### src/rtl/bcd_ctr_pkg.sv
package bcd_ctr_pkg;

  typedef enum logic {
    DIR_UP   = 1'b0,
    DIR_DOWN = 1'b1
  } dir_e;

  typedef enum logic [1:0] {
    STEP_HOLD = 2'd0,
    STEP_LOAD = 2'd1,
    STEP_UP   = 2'd2,
    STEP_DOWN = 2'd3
  } step_e;

endpackage

### src/rtl/bcd_step_sel.sv
module bcd_step_sel
  import bcd_ctr_pkg::*;
(
  input  logic  load,
  input  logic  cnt_en,
  input  logic  dn_up,
  output step_e step_kind
);

  dir_e dir;
  assign dir = dir_e'(dn_up);

  // load beats enable; enable gates direction
  always_comb begin
    if (load)              step_kind = STEP_LOAD;
    else if (!cnt_en)      step_kind = STEP_HOLD;
    else if (dir == DIR_UP) step_kind = STEP_UP;
    else                   step_kind = STEP_DOWN;
  end

endmodule

### src/rtl/bcd_next.sv
module bcd_next
  import bcd_ctr_pkg::*;
#(
  parameter int CNT_W = 4,
  parameter int LAST  = 9
) (
  input  step_e            step_kind,
  input  logic [CNT_W-1:0] cur,
  input  logic [CNT_W-1:0] load_val,
  output logic [CNT_W-1:0] next_val,
  output logic             illegal_now
);

  localparam logic [CNT_W-1:0] TOP_V  = LAST[CNT_W-1:0];
  localparam logic [CNT_W-1:0] ONE_V  = {{(CNT_W-1){1'b0}}, 1'b1};
  localparam logic [CNT_W-1:0] ZERO_V = '0;

  // upward step: anything at or past the top wraps to zero
  function automatic logic [CNT_W-1:0] step_up(input logic [CNT_W-1:0] v);
    if (v >= TOP_V) return ZERO_V;
    return v + ONE_V;
  endfunction

  // downward step: zero and out-of-range values land on the top
  function automatic logic [CNT_W-1:0] step_down(input logic [CNT_W-1:0] v);
    if (v == ZERO_V || v > TOP_V) return TOP_V;
    return v - ONE_V;
  endfunction

  assign illegal_now = (cur > TOP_V);

  always_comb begin
    case (step_kind)
      STEP_LOAD: next_val = load_val;
      STEP_UP:   next_val = step_up(cur);
      STEP_DOWN: next_val = step_down(cur);
      default:   next_val = cur;
    endcase
  end

endmodule

### src/rtl/bcd_term_detect.sv
module bcd_term_detect
  import bcd_ctr_pkg::*;
#(
  parameter int CNT_W = 4,
  parameter int LAST  = 9
) (
  input  logic [CNT_W-1:0] count,
  input  logic             dn_up,
  input  logic             cnt_en,
  output logic             at_end,
  output logic             ripple_n
);

  localparam logic [CNT_W-1:0] TOP_V = LAST[CNT_W-1:0];

  dir_e dir;
  logic hit_top;
  logic hit_bottom;

  assign dir        = dir_e'(dn_up);
  assign hit_top    = (count == TOP_V);
  assign hit_bottom = (count == '0);

  assign at_end   = (dir == DIR_UP) ? hit_top : hit_bottom;
  assign ripple_n = ~(cnt_en & at_end);

endmodule

### src/rtl/bcd_updown_ctr.sv
module bcd_updown_ctr
  import bcd_ctr_pkg::*;
#(
  parameter int CNT_W = 4,
  parameter int LAST  = 9
) (
  input  logic             clk,
  input  logic             rst_n,
  input  logic             dn_up,
  input  logic             cnt_en,
  input  logic             load,
  input  logic [CNT_W-1:0] load_val,
  output logic [CNT_W-1:0] count,
  output logic             at_end,
  output logic             ripple_n
);

  localparam logic [CNT_W-1:0] TOP_V = LAST[CNT_W-1:0];

  step_e            step_kind;
  logic [CNT_W-1:0] next_val;
  logic             illegal_now;

  bcd_step_sel u_sel (
    .load      (load),
    .cnt_en    (cnt_en),
    .dn_up     (dn_up),
    .step_kind (step_kind)
  );

  bcd_next #(.CNT_W(CNT_W), .LAST(LAST)) u_next (
    .step_kind   (step_kind),
    .cur         (count),
    .load_val    (load_val),
    .next_val    (next_val),
    .illegal_now (illegal_now)
  );

  bcd_term_detect #(.CNT_W(CNT_W), .LAST(LAST)) u_term (
    .count    (count),
    .dn_up    (dn_up),
    .cnt_en   (cnt_en),
    .at_end   (at_end),
    .ripple_n (ripple_n)
  );

  always_ff @(posedge clk or negedge rst_n) begin
    if (!rst_n) count <= '0;
    else        count <= next_val;
  end

  // ---------------- assertions ----------------
  assert_up_wrap_R2: assert property (@(posedge clk) disable iff (!rst_n)
    (!load && cnt_en && !dn_up && count == TOP_V) |=> (count == '0));

  assert_down_wrap_R3: assert property (@(posedge clk) disable iff (!rst_n)
    (!load && cnt_en && dn_up && count == '0) |=> (count == TOP_V));

  assert_hold_R4: assert property (@(posedge clk) disable iff (!rst_n)
    (!load && !cnt_en) |=> $stable(count));

  assert_load_R5: assert property (@(posedge clk) disable iff (!rst_n)
    load |=> (count == $past(load_val)));

  assert_illegal_up_R6: assert property (@(posedge clk) disable iff (!rst_n)
    (!load && cnt_en && !dn_up && illegal_now) |=> (count == '0));

  assert_illegal_down_R7: assert property (@(posedge clk) disable iff (!rst_n)
    (!load && cnt_en && dn_up && illegal_now) |=> (count == TOP_V));

  assert_end_legal_R8: assert property (@(posedge clk) disable iff (!rst_n)
    at_end |-> (count == TOP_V || count == '0));

  assert_ripple_wrap_R9: assert property (@(posedge clk) disable iff (!rst_n)
    (!ripple_n && !load) |=> (count == '0 || count == TOP_V));

endmodule

### config.mk
export PLATFORM = sky130hd
export DESIGN_NAME = bcd_updown_ctr
export DESIGN_NICKNAME = d
export VERILOG_FILES = /design/src/rtl/bcd_ctr_pkg.sv /design/src/rtl/bcd_step_sel.sv /design/src/rtl/bcd_next.sv /design/src/rtl/bcd_term_detect.sv /design/src/rtl/bcd_updown_ctr.sv
export SDC_FILE = /design/constraint.sdc
export NUM_CORES = 1
export LEC_CHECK = 0
export BUFFER_PORTS_ARGS = -buffer_cell sky130_fd_sc_hd__buf_2
export CAP_MARGIN = 25
export CORE_AREA = 3 3 40 42
export DETAILED_ROUTE_END_ITERATION = 12
export DIE_AREA = 0 0 43 45
export HOLD_SLACK_MARGIN = 0.05
export PLACE_DENSITY = 0.61
export SYNTH_ARGS = -nofsm -noshare
export SYNTH_HDL_FRONTEND = slang
export SYNTH_SLANG_ARGS = --single-unit
### constraint.sdc
create_clock -name clk -period 2 [get_ports clk]
set_clock_uncertainty 0.05 [all_clocks]
set_input_delay 0 -clock clk [delete_from_list [all_inputs] [get_ports clk]]
set_output_delay 0 -clock clk [all_outputs]
set_load 0.01 [all_outputs]
==> results of run 1 <==
[cell type report]
class	count	area, um^2
tap	15	18.8
timing repair buffer	21	135
multi-input combinational	46	323
clock buffer	3	22.5
inverter	4	15.0
fill	123	671
sequential	4	100
[placed cells by master (no fill, tap or decap), types with 2 or more instances in the layout]
| cell | n |
|---|---|
| inv_1 | 4 |
| clkbuf_4 | 3 |
| o22a_1 | 2 |
| nand2b_1 | 4 |
| buf_2 | 14 |
| dlygate4sd3_1 | 5 |
| a21oi_1 | 5 |
| buf_4 | 2 |
| nand2_1 | 4 |
| ha_1 | 4 |
| nor2_1 | 5 |
| dfrtp_1 | 4 |
| nor2b_1 | 3 |
[synthesized netlist by cell type]
cell type | number | area, um^2
nor2b_1 | 3 | 18.8
clkbuf_1 | 3 | 11.3
buf_2 | 1 | 5.00
a31o_2 | 1 | 8.76
nor4bb_1 | 1 | 10.0
o32ai_1 | 1 | 8.76
or3b_4 | 1 | 11.3
o21bai_1 | 1 | 7.51
ha_1 | 4 | 50.1
xnor2_1 | 1 | 8.76
and2b_1 | 1 | 7.51
a21boi_1 | 1 | 7.51
a31oi_1 | 1 | 6.26
nand2_1 | 4 | 15.0
nor2_1 | 5 | 18.8
mux2i_1 | 1 | 10.0
buf_6 | 1 | 11.3
a2bb2oi_1 | 1 | 8.76
o21ai_0 | 1 | 5.00
a21oi_1 | 5 | 25.0
a211oi_1 | 1 | 7.51
a311oi_1 | 1 | 8.76
o22ai_1 | 1 | 6.26
dfrtp_1 | 4 | 100
nand2b_1 | 4 | 25.0
inv_1 | 4 | 15.0
o22a_1 | 2 | 17.5
nor4_1 | 1 | 6.26
o211ai_1 | 1 | 7.51
o32a_1 | 1 | 10.0
or3_1 | 1 | 6.26
[logic make-up (layout without fill, tap and decap cells)]
| logic type | count (synthesis) | count (layout) | share of synthesized area, % |
|---|---|---|---|
| AO/OA/AOI/OAI | 19 | 19 | 29.0 |
| XOR/XNOR | 1 | 1 | 1.88 |
| adder cells (fa/ha/maj) | 4 | 4 | 10.8 |
| buffers and inverters | 9 | 28 | 9.14 |
| flip-flops | 4 | 4 | 21.5 |
| multiplexers | 1 | 1 | 2.15 |
| AND/OR/NAND/NOR | 21 | 21 | 25.5 |
[metrics by stage]
stage | cells | utilization (%) | total power [mW] | worst slack (ns)
after floorplan | 59 | - | 0.246 | 0.277
after global routing | 93 | 47.8 | 0.437 | 0.121
after CTS | 93 | 47.8 | 0.405 | 0.205
after global placement | 85 | 42.2 | 0.297 | 0.254
after detailed placement | 85 | 42.2 | 0.295 | 0.213
final | 93 | 47.8 | 0.398 | 0.217
[report_power, final]
| group | internal [mW] | leakage [nW] | switching (mW) | total [mW] |
|---|---|---|---|---|
| clock network | 0.0669 | 0.0138 | 0.0295 | 0.0963 |
| registers | 0.0937 | 0.0478 | 0.0239 | 0.118 |
| logic | 0.0932 | 0.224 | 0.0912 | 0.184 |
| total | 0.254 | 0.286 | 0.145 | 0.398 |
[how the worst max path moves through the flow]
stage / from / to / depth (start not counted)
after global routing: count[0]$_DFFE_PN0P_ / count[2]$_DFFE_PN0P_ / 6
after floorplan: count[0]$_DFFE_PN0P_ / count[2]$_DFFE_PN0P_ / 6
after detailed placement: count[0]$_DFFE_PN0P_ / count[2]$_DFFE_PN0P_ / 6
final: count[0]$_DFFE_PN0P_ / count[2]$_DFFE_PN0P_ / 6
after global placement: count[0]$_DFFE_PN0P_ / count[0]$_DFFE_PN0P_ / 6
after CTS: count[0]$_DFFE_PN0P_ / count[2]$_DFFE_PN0P_ / 6
[critical path, delay by kind of cell, from the launching register on]
kind	cells	cell delay, ns
simple gates	1	0.42
buf+inv	1	0.12
flops	1	0.41
fa+ha+maj	1	0.24
compound gates	3	0.48
[routing by layer]
layer | vias to the layer above | global-route usage, %
li1 | 254 | -
met1 | 229 | 17.0
met2 | 17 | 22.2
met3 | 0 | 5.18
met4 | 0 | 3.61
met5 | - | 0
==> out/metrics.yaml, run 1 <==
timing:
  max_freq_mhz: 561
  rsz0062_at_grt: "false"
  whs_ns: 0.0674
  max-slew-margin-rel_pct: 78.0
  fin_setup_tns_ns: 0
  fin_crit_ns: 1.78
  setup_violations: 0
  hold_viol: 0
  tightest_slew_ns: 0.331
  slew_viol_final: 0
  fin_crit_sh_pct: 89.1
routing:
  route.met2.wl_um: 514
  routed-via-count: 500
  drc: 0
  routed.top_layer: "met3"
  wl_met3_um: 73
  routedWlPerCell_um: 12.2
  firstDrtPassIters: 4
  postRouteAntennaNets: 0
  drt_iter0_drc: 8
  vias_per_cell: 5.38
  wl_met1_um: 550
  wl_mm: 1.14
critical_path:
  critPathMaxFanout: 5
  start_kind: "flip-flop"
  worst_r2r_endpoint: "count[2]$_DFFE_PN0P_"
  critical_path_arrival_ns: 1.90
  r2r-start: "count[0]$_DFFE_PN0P_"
  r2r_slack_ns: 0.22
  crit_slowest_cell: "or3b_4"
  max_stage_delay_ns: 0.42
  cp-end-kind: "flip-flop"
  required_ns: 2.11
  critical_path_class: "reg2reg"
  path_cells: "inv_1, ha_1, or3b_4, o32a_1, a21oi_1, o22a_1"
  rr_worst_depth: 6
logic_synthesis:
  yosys_warnings: 0
  syn_avg_cell_area_um2: 7.89
  netlist_area_um2: 465
  synth_cell_types: 31
  synth_nets: 72
  synthCells: 59
  seq_area_frac_synth_pct: 21.5
  yosys_register_bits: 4
grt:
  grt_start_max_net_pins: 11
  grt_usage_pct: 13.6
  grt_pass1_vias: 445
  grt_pass1_wl_mm: 1.98
  antenna_found_initial: 0
  grt.overflow.total: 0
layout:
  drive_above_1_share_pct: 26.9
  top_register: "count"
  design_area_um2: 614
  largest_reg_flops: 4
  nets: 93
  antenna-diode-count: 0
  area_growth_pct: 32.0
  reg_top3: "count (4)"
clock_tree:
  clkLatencyLatePin_ns: 0.23
  clk_pin_slew_ns: 0.04
  cts_buffers: 3
  cts_max_level: 1
  cts.repair.resized: 0
  ctsHoldBuffers: 5
  clock_sinks: 4
  postCtsSetupBuffers: 0
  cts_tree: "built"
  ctsRootBufferMaster: "clkbuf_4"
  clockBufferDepth: 2
placement:
  routabilityCongestion: 0.788
  port_buffers: 14
  dp_hpwl_um: 884
  place_area_um2: 542
floorplan:
  start_util_pct: 36.2
  die_h_um: 45
  die_w_um: 43
  rows: 13
  core-area_um2: 1280
  num_io_pins: 15
  die_area_um2: 1940
pwr:
  peakVddDrop_v: 0.000361
  pwr_density_cell_nw_per_um2: 648
  power.leakage_nw: 0.286
job:
  maxCapViolations: 0
hold_path:
  hold_class: "in2async"
run_status:
  status: "finished, final reports clean"
(Power assumes the default switching activity.)
==> inputs of run 2 (changes only) <==
--- a/config.mk
+++ b/config.mk
@@ -7,9 +7,9 @@
 export LEC_CHECK = 0
 export BUFFER_PORTS_ARGS = -buffer_cell sky130_fd_sc_hd__buf_2
 export CAP_MARGIN = 25
-export CORE_AREA = 3 3 40 42
+export CORE_AREA = 2 2 39 41
 export DETAILED_ROUTE_END_ITERATION = 12
-export DIE_AREA = 0 0 43 45
+export DIE_AREA = 0 0 41 43
 export HOLD_SLACK_MARGIN = 0.05
 export PLACE_DENSITY = 0.61
 export SYNTH_ARGS = -nofsm -noshare
==> constraint.sdc (replaced) <==
create_clock -name clk -period 2.2 [get_ports clk]
set_clock_uncertainty 0.05 [all_clocks]
set_input_delay 0 -clock clk [delete_from_list [all_inputs] [get_ports clk]]
set_output_delay 0 -clock clk [all_outputs]
set_load 0.01 [all_outputs]
==> run 2 against run 1 <==
  * Hold slack got worse by 0.0024 ns
  * Global-route usage grew 1.7 points
  * Sequential share of layout area rose by 0.37 points
  * Highest routed layer unchanged
  * Critical path type unchanged
  * Core utilization shrank 4.4 points
  * Sequential power down 7%
  * Die area shrank 8.9%
  * Critical endpoint unchanged
  * Largest cell class unchanged
  * Flip-flop and latch count stayed put
  * Register-to-register slack improved by 0.12 ns
==> out/metrics.yaml, run 2 (synthesis results as in run 1) <==
floorplan:
  core-area_um2: 1380
  num_io_pins: 15
  start_util_pct: 33.6
  die_w_um: 41
  die_area_um2: 1760
  die_h_um: 43
  rows: 14
clock_tree:
  ctsRootBufferMaster: "clkbuf_4"
  clk_pin_slew_ns: 0.04
  cts.repair.resized: 0
  cts_tree: "built"
  cts_max_level: 1
  postCtsSetupBuffers: 0
  clkLatencyLatePin_ns: 0.23
  clockBufferDepth: 2
  clock_sinks: 4
  ctsHoldBuffers: 5
  cts_buffers: 3
critical_path:
  max_stage_delay_ns: 0.43
  cp-end-kind: "flip-flop"
  required_ns: 2.32
  critical_path_class: "reg2reg"
  critPathMaxFanout: 6
  path_cells: "inv_1, ha_1, or3b_4, o32a_1, a21oi_1, o22a_1"
  critical_path_arrival_ns: 1.98
  start_kind: "flip-flop"
  crit_slowest_cell: "dfrtp_1"
  r2r_slack_ns: 0.34
layout:
  drive_above_1_share_pct: 25.0
  stdcell_count: 92
  final_common_cell: "buf_2"
  largest_reg_flops: 4
  most-common-layout-cells: "buf_2 (14), nor2_1 (5), a21oi_1 (5), dlygate4sd3_1 (5)"
  top_register: "count"
  design_area_um2: 601
  antenna-diode-count: 0
  nets: 91
  reg_top3: "count (4)"
  area_growth_pct: 29.0
pwr:
  p_int_mw: 0.225
  power.leakage_nw: 0.276
  p_switching_mw: 0.136
  swShare_pct: 37.8
  p_seq_share_pct: 30.6
  clkPwrFrac_pct: 26.0
  pwr_density_cell_nw_per_um2: 601
  comb_power_share_pct: 43.4
  peakVddDrop_v: 0.000287
  p_total_mw: 0.361
routing:
  postRouteAntennaNets: 0
  vias_per_cell: 5.41
  firstDrtPassIters: 4
  routed-via-count: 498
  routedWlPerCell_um: 12.7
  drt_iter0_drc: 9
  wl_mm: 1.17
  drc: 0
placement:
  dp_hpwl_um: 875
  place_area_um2: 528
  routabilityCongestion: 0.794
  port_buffers: 14
  placedCellCount: 84
timing:
  max_freq_mhz: 537
  fin_crit_ns: 1.86
  rsz0062_at_grt: "false"
  hold_viol: 0
  max-slew-margin-rel_pct: 79.3
  slew_viol_final: 0
  setup_violations: 0
  fin_crit_sh_pct: 84.7
  fin_setup_tns_ns: 0
  tightest_slew_ns: 0.307
hold_path:
  hold_class: "in2async"
grt:
  grt.overflow.total: 0
  antenna_found_initial: 0
  grt_pass1_vias: 441
  grt_pass1_wl_mm: 1.90
  grt_start_max_net_pins: 11
  grt_usage_pct: 15.3
job:
  maxCapViolations: 0
run_status:
  status: "finished, final reports clean"
-- run 2: metal layers --
layer  vias to the layer above  GRT usage, %  part of all wire, %
li1                        245             -                    -
met1                       234          21.4                   44
met2                        19          24.1                   50
met3                         0          1.57                  5.6
met4                         0          4.00                    0
met5                         -             0                    0
-- run 2: area by class of cell --
| cell class | instances | area (um^2) |
|---|---|---|
| multi-input combinational | 46 | 323 |
| timing repair buffer | 19 | 120 |
| sequential | 4 | 100 |
| inverter | 4 | 15.0 |
| fill | 141 | 783 |
| clock buffer | 3 | 22.5 |
| tap | 16 | 20.0 |
-- run 2: path summary, 6_finish.rpt --
path	cells past startpoint	endpoint	startpoint
max	6	count[2]$_DFFE_PN0P_	count[1]$_DFFE_PN0P_
min	2	count[1]$_DFFE_PN0P_	rst_n
max reg2reg	6	count[2]$_DFFE_PN0P_	count[1]$_DFFE_PN0P_
min reg2reg	1	count[2]$_DFFE_PN0P_	count[2]$_DFFE_PN0P_
max in group asynchronous	2	count[2]$_DFFE_PN0P_	rst_n
min in group clk	3	count[3]$_DFFE_PN0P_	dn_up
-- run 2: power by group through the flow --
stage / registers [mW] / logic [mW] / clock network [mW]
3_5_place_dp: 0.112 / 0.148 / 0
6_report: 0.110 / 0.157 / 0.0940
5_1_grt: 0.115 / 0.173 / 0.100
3_3_place_gp: 0.112 / 0.149 / 0
2_1_floorplan: 0.104 / 0.120 / 0
4_1_cts: 0.111 / 0.156 / 0.0934
-- run 2: critical path, delay by kind of cell, from the launching register on --
kind	cells	cell delay [ns]
AOI/OAI and AO/OA	3	0.47
DFF	1	0.43
and+or+nand+nor	1	0.42
buffers and inverters	1	0.16
adders and majority gates	1	0.26
-- run 2: through the flow --
stage	utilization [%]	hold slack (ns)	setup slack, ns
final	43.4	0.0650	0.337
after global routing	43.4	0.0724	0.202
after CTS	43.4	0.0621	0.341
after detailed placement	38.2	-0.232	0.357
after global placement	38.2	-0.228	0.418
after floorplan	-	-0.346	0.477
==> inputs of run 3 (changes only) <==
==> constraint.sdc (replaced) <==
create_clock -name clk -period 1.8 [get_ports clk]
set_clock_uncertainty 0.05 [all_clocks]
set_input_delay 0 -clock clk [delete_from_list [all_inputs] [get_ports clk]]
set_output_delay 0 -clock clk [all_outputs]
set_load 0.01 [all_outputs]
==> run 3 against run 2 <==
  * Global-route usage is 0.68 points lower
  * Flip-flop and latch count unchanged
  * Final cell count grew 7.6%
  * Sequential share of layout area is 1.8 points lower
  * Core utilization rose by 5.9 points
  * Register-to-register slack got worse by 0.27 ns
  * First-iteration DRC count is 22% lower
  * Count of clock-buffer cells in the layout unchanged
  * Critical path type unchanged
  * Highest routed layer is now met4
==> out/metrics.yaml, run 3 (synthesis results as in run 1) <==
timing:
  fin_crit_ns: 1.74
  setup_violations: 0
  max_freq_mhz: 575
  fin_ws_ns: 0.0619
  max-slew-margin-rel_pct: 79.1
  fin_crit_sh_pct: 96.6
  slew_viol_final: 0
  tightest_slew_ns: 0.314
  hold_viol: 0
hold_path:
  hold_class: "in2async"
grt:
  grt_usage_pct: 14.6
  grt_pass1_wl_mm: 1.84
  grt_start_max_net_pins: 11
  grt_pass1_vias: 425
  grt.overflow.total: 0
  antenna_found_initial: 0
routing:
  firstDrtPassIters: 4
  postRouteAntennaNets: 0
  routed-via-count: 528
  vias_per_cell: 5.33
  drt_iter0_drc: 7
  wl_mm: 1.31
  drc: 0
  routedWlPerCell_um: 13.2
placement:
  pre_cts_slack_ns: 0.0589
  port_buffers: 14
  routabilityCongestion: 0.825
  dp_hpwl_um: 898
critical_path:
  critical_path_arrival_ns: 1.86
  max_stage_delay_ns: 0.44
  required_ns: 1.92
  start_kind: "flip-flop"
  cp-end-kind: "flip-flop"
  critical_path_class: "reg2reg"
  path_cells: "ha_2, or3b_4, o32a_1, a21boi_1, o22a_1"
  crit_slowest_cell: "dfrtp_2"
  critPathMaxFanout: 5
clock_tree:
  ctsRootBufferMaster: "clkbuf_4"
  clk_pin_slew_ns: 0.04
  cts_buffers: 3
  clkLatencyLatePin_ns: 0.24
  cts_max_level: 1
  clock_sinks: 4
  cts_tree: "built"
  clockBufferDepth: 2
layout:
  reg_top3: "count (4)"
  final_common_cell: "buf_2"
  area_growth_pct: 46.5
  top_register: "count"
  antenna-diode-count: 0
  fin_util_pct: 49.3
  nets: 98
  largest_reg_flops: 4
  most-common-layout-cells: "buf_2 (14), buf_4 (7), nor2_1 (5), dlygate4sd3_1 (5)"
  drive_above_1_share_pct: 41.0
floorplan:
  die_h_um: 43
  rows: 14
  num_io_pins: 15
  die_w_um: 41
  core-area_um2: 1380
  die_area_um2: 1760
  start_util_pct: 33.6
pwr:
  pwr_density_cell_nw_per_um2: 737
  power.leakage_nw: 0.306
  peakVddDrop_v: 0.000301
run_status:
  status: "finished, final reports clean"
job:
  maxCapViolations: 0
## run 3: cell count changes in the layout (fill, tap and decap cells not counted), sizes merged
cell  change
buf       +7
## run 3: critical path: cells and delay by family, from the launching register on
family	cells	cell delay, ns
AO/OA/AOI/OAI	3	0.53
flip-flops	1	0.44
AND/OR/NAND/NOR	1	0.43
adder cells (fa/ha/maj)	1	0.22
## run 3: area by class of cell
class                   count  area, um^2
repair buffers             26         173
flip-flops and latches      4         101
well taps                  16        20.0
fillers                   137         702
inverters                   4        17.5
multi-input cells          46         348
clock buffers               3        22.5
## run 3: path summary, 6_finish.rpt
kind | start | to | slack (ns) | depth (start not counted)
setup / recovery | count[0]$_DFFE_PN0P_ | count[2]$_DFFE_PN0P_ | 0.06 | 5
hold / removal | rst_n | count[1]$_DFFE_PN0P_ | 0.04 | 2
setup reg to reg | count[0]$_DFFE_PN0P_ | count[2]$_DFFE_PN0P_ | 0.06 | 5
hold reg to reg | count[2]$_DFFE_PN0P_ | count[3]$_DFFE_PN0P_ | 0.70 | 3
max in group asynchronous | rst_n | count[0]$_DFFE_PN0P_ | 1.53 | 2
min in group clk | dn_up | count[3]$_DFFE_PN0P_ | 0.16 | 3
## run 3: power by group
group | internal [mW] | total [mW] | switching (mW)
logic | 0.132 | 0.257 | 0.124
clock network | 0.0749 | 0.117 | 0.0417
registers | 0.105 | 0.129 | 0.0241
total | 0.312 | 0.503 | 0.190
## run 3: stage by stage
| step | cells | hold WS (ns) | power, mW | TNS, ns | instance area, um^2 |
|---|---|---|---|---|---|
| final | 99 | 0.0417 | 0.503 | 0 | 682 |
| after global routing | 99 | 0.0677 | 0.531 | -0.00485 | 682 |
| after CTS | 97 | 0.0606 | 0.465 | 0 | 638 |
| after detailed placement | 89 | -0.243 | 0.345 | 0 | 566 |
| after global placement | 89 | -0.242 | 0.346 | 0 | 566 |
| after floorplan | 59 | -0.346 | 0.274 | 0 | 465 |
## run 3: what timing repair did
item / in CTS / in global routing
setup buffers: 0 / 2
hold buffers: 5 / 0
setup endpoints to repair: 0 / 4
gates resized for setup: 0 / 10
hold endpoints to repair: 7 / 0
## run 3: routing by layer
metal | track usage (%) | vias up | routed length (um)
met2 | 23.8 | 14 | 676
li1 | - | 260 | -
met4 | 4.00 | 0 | 14
met3 | 0 | 2 | 43
met1 | 20.6 | 252 | 575
met5 | 0 | - | 0
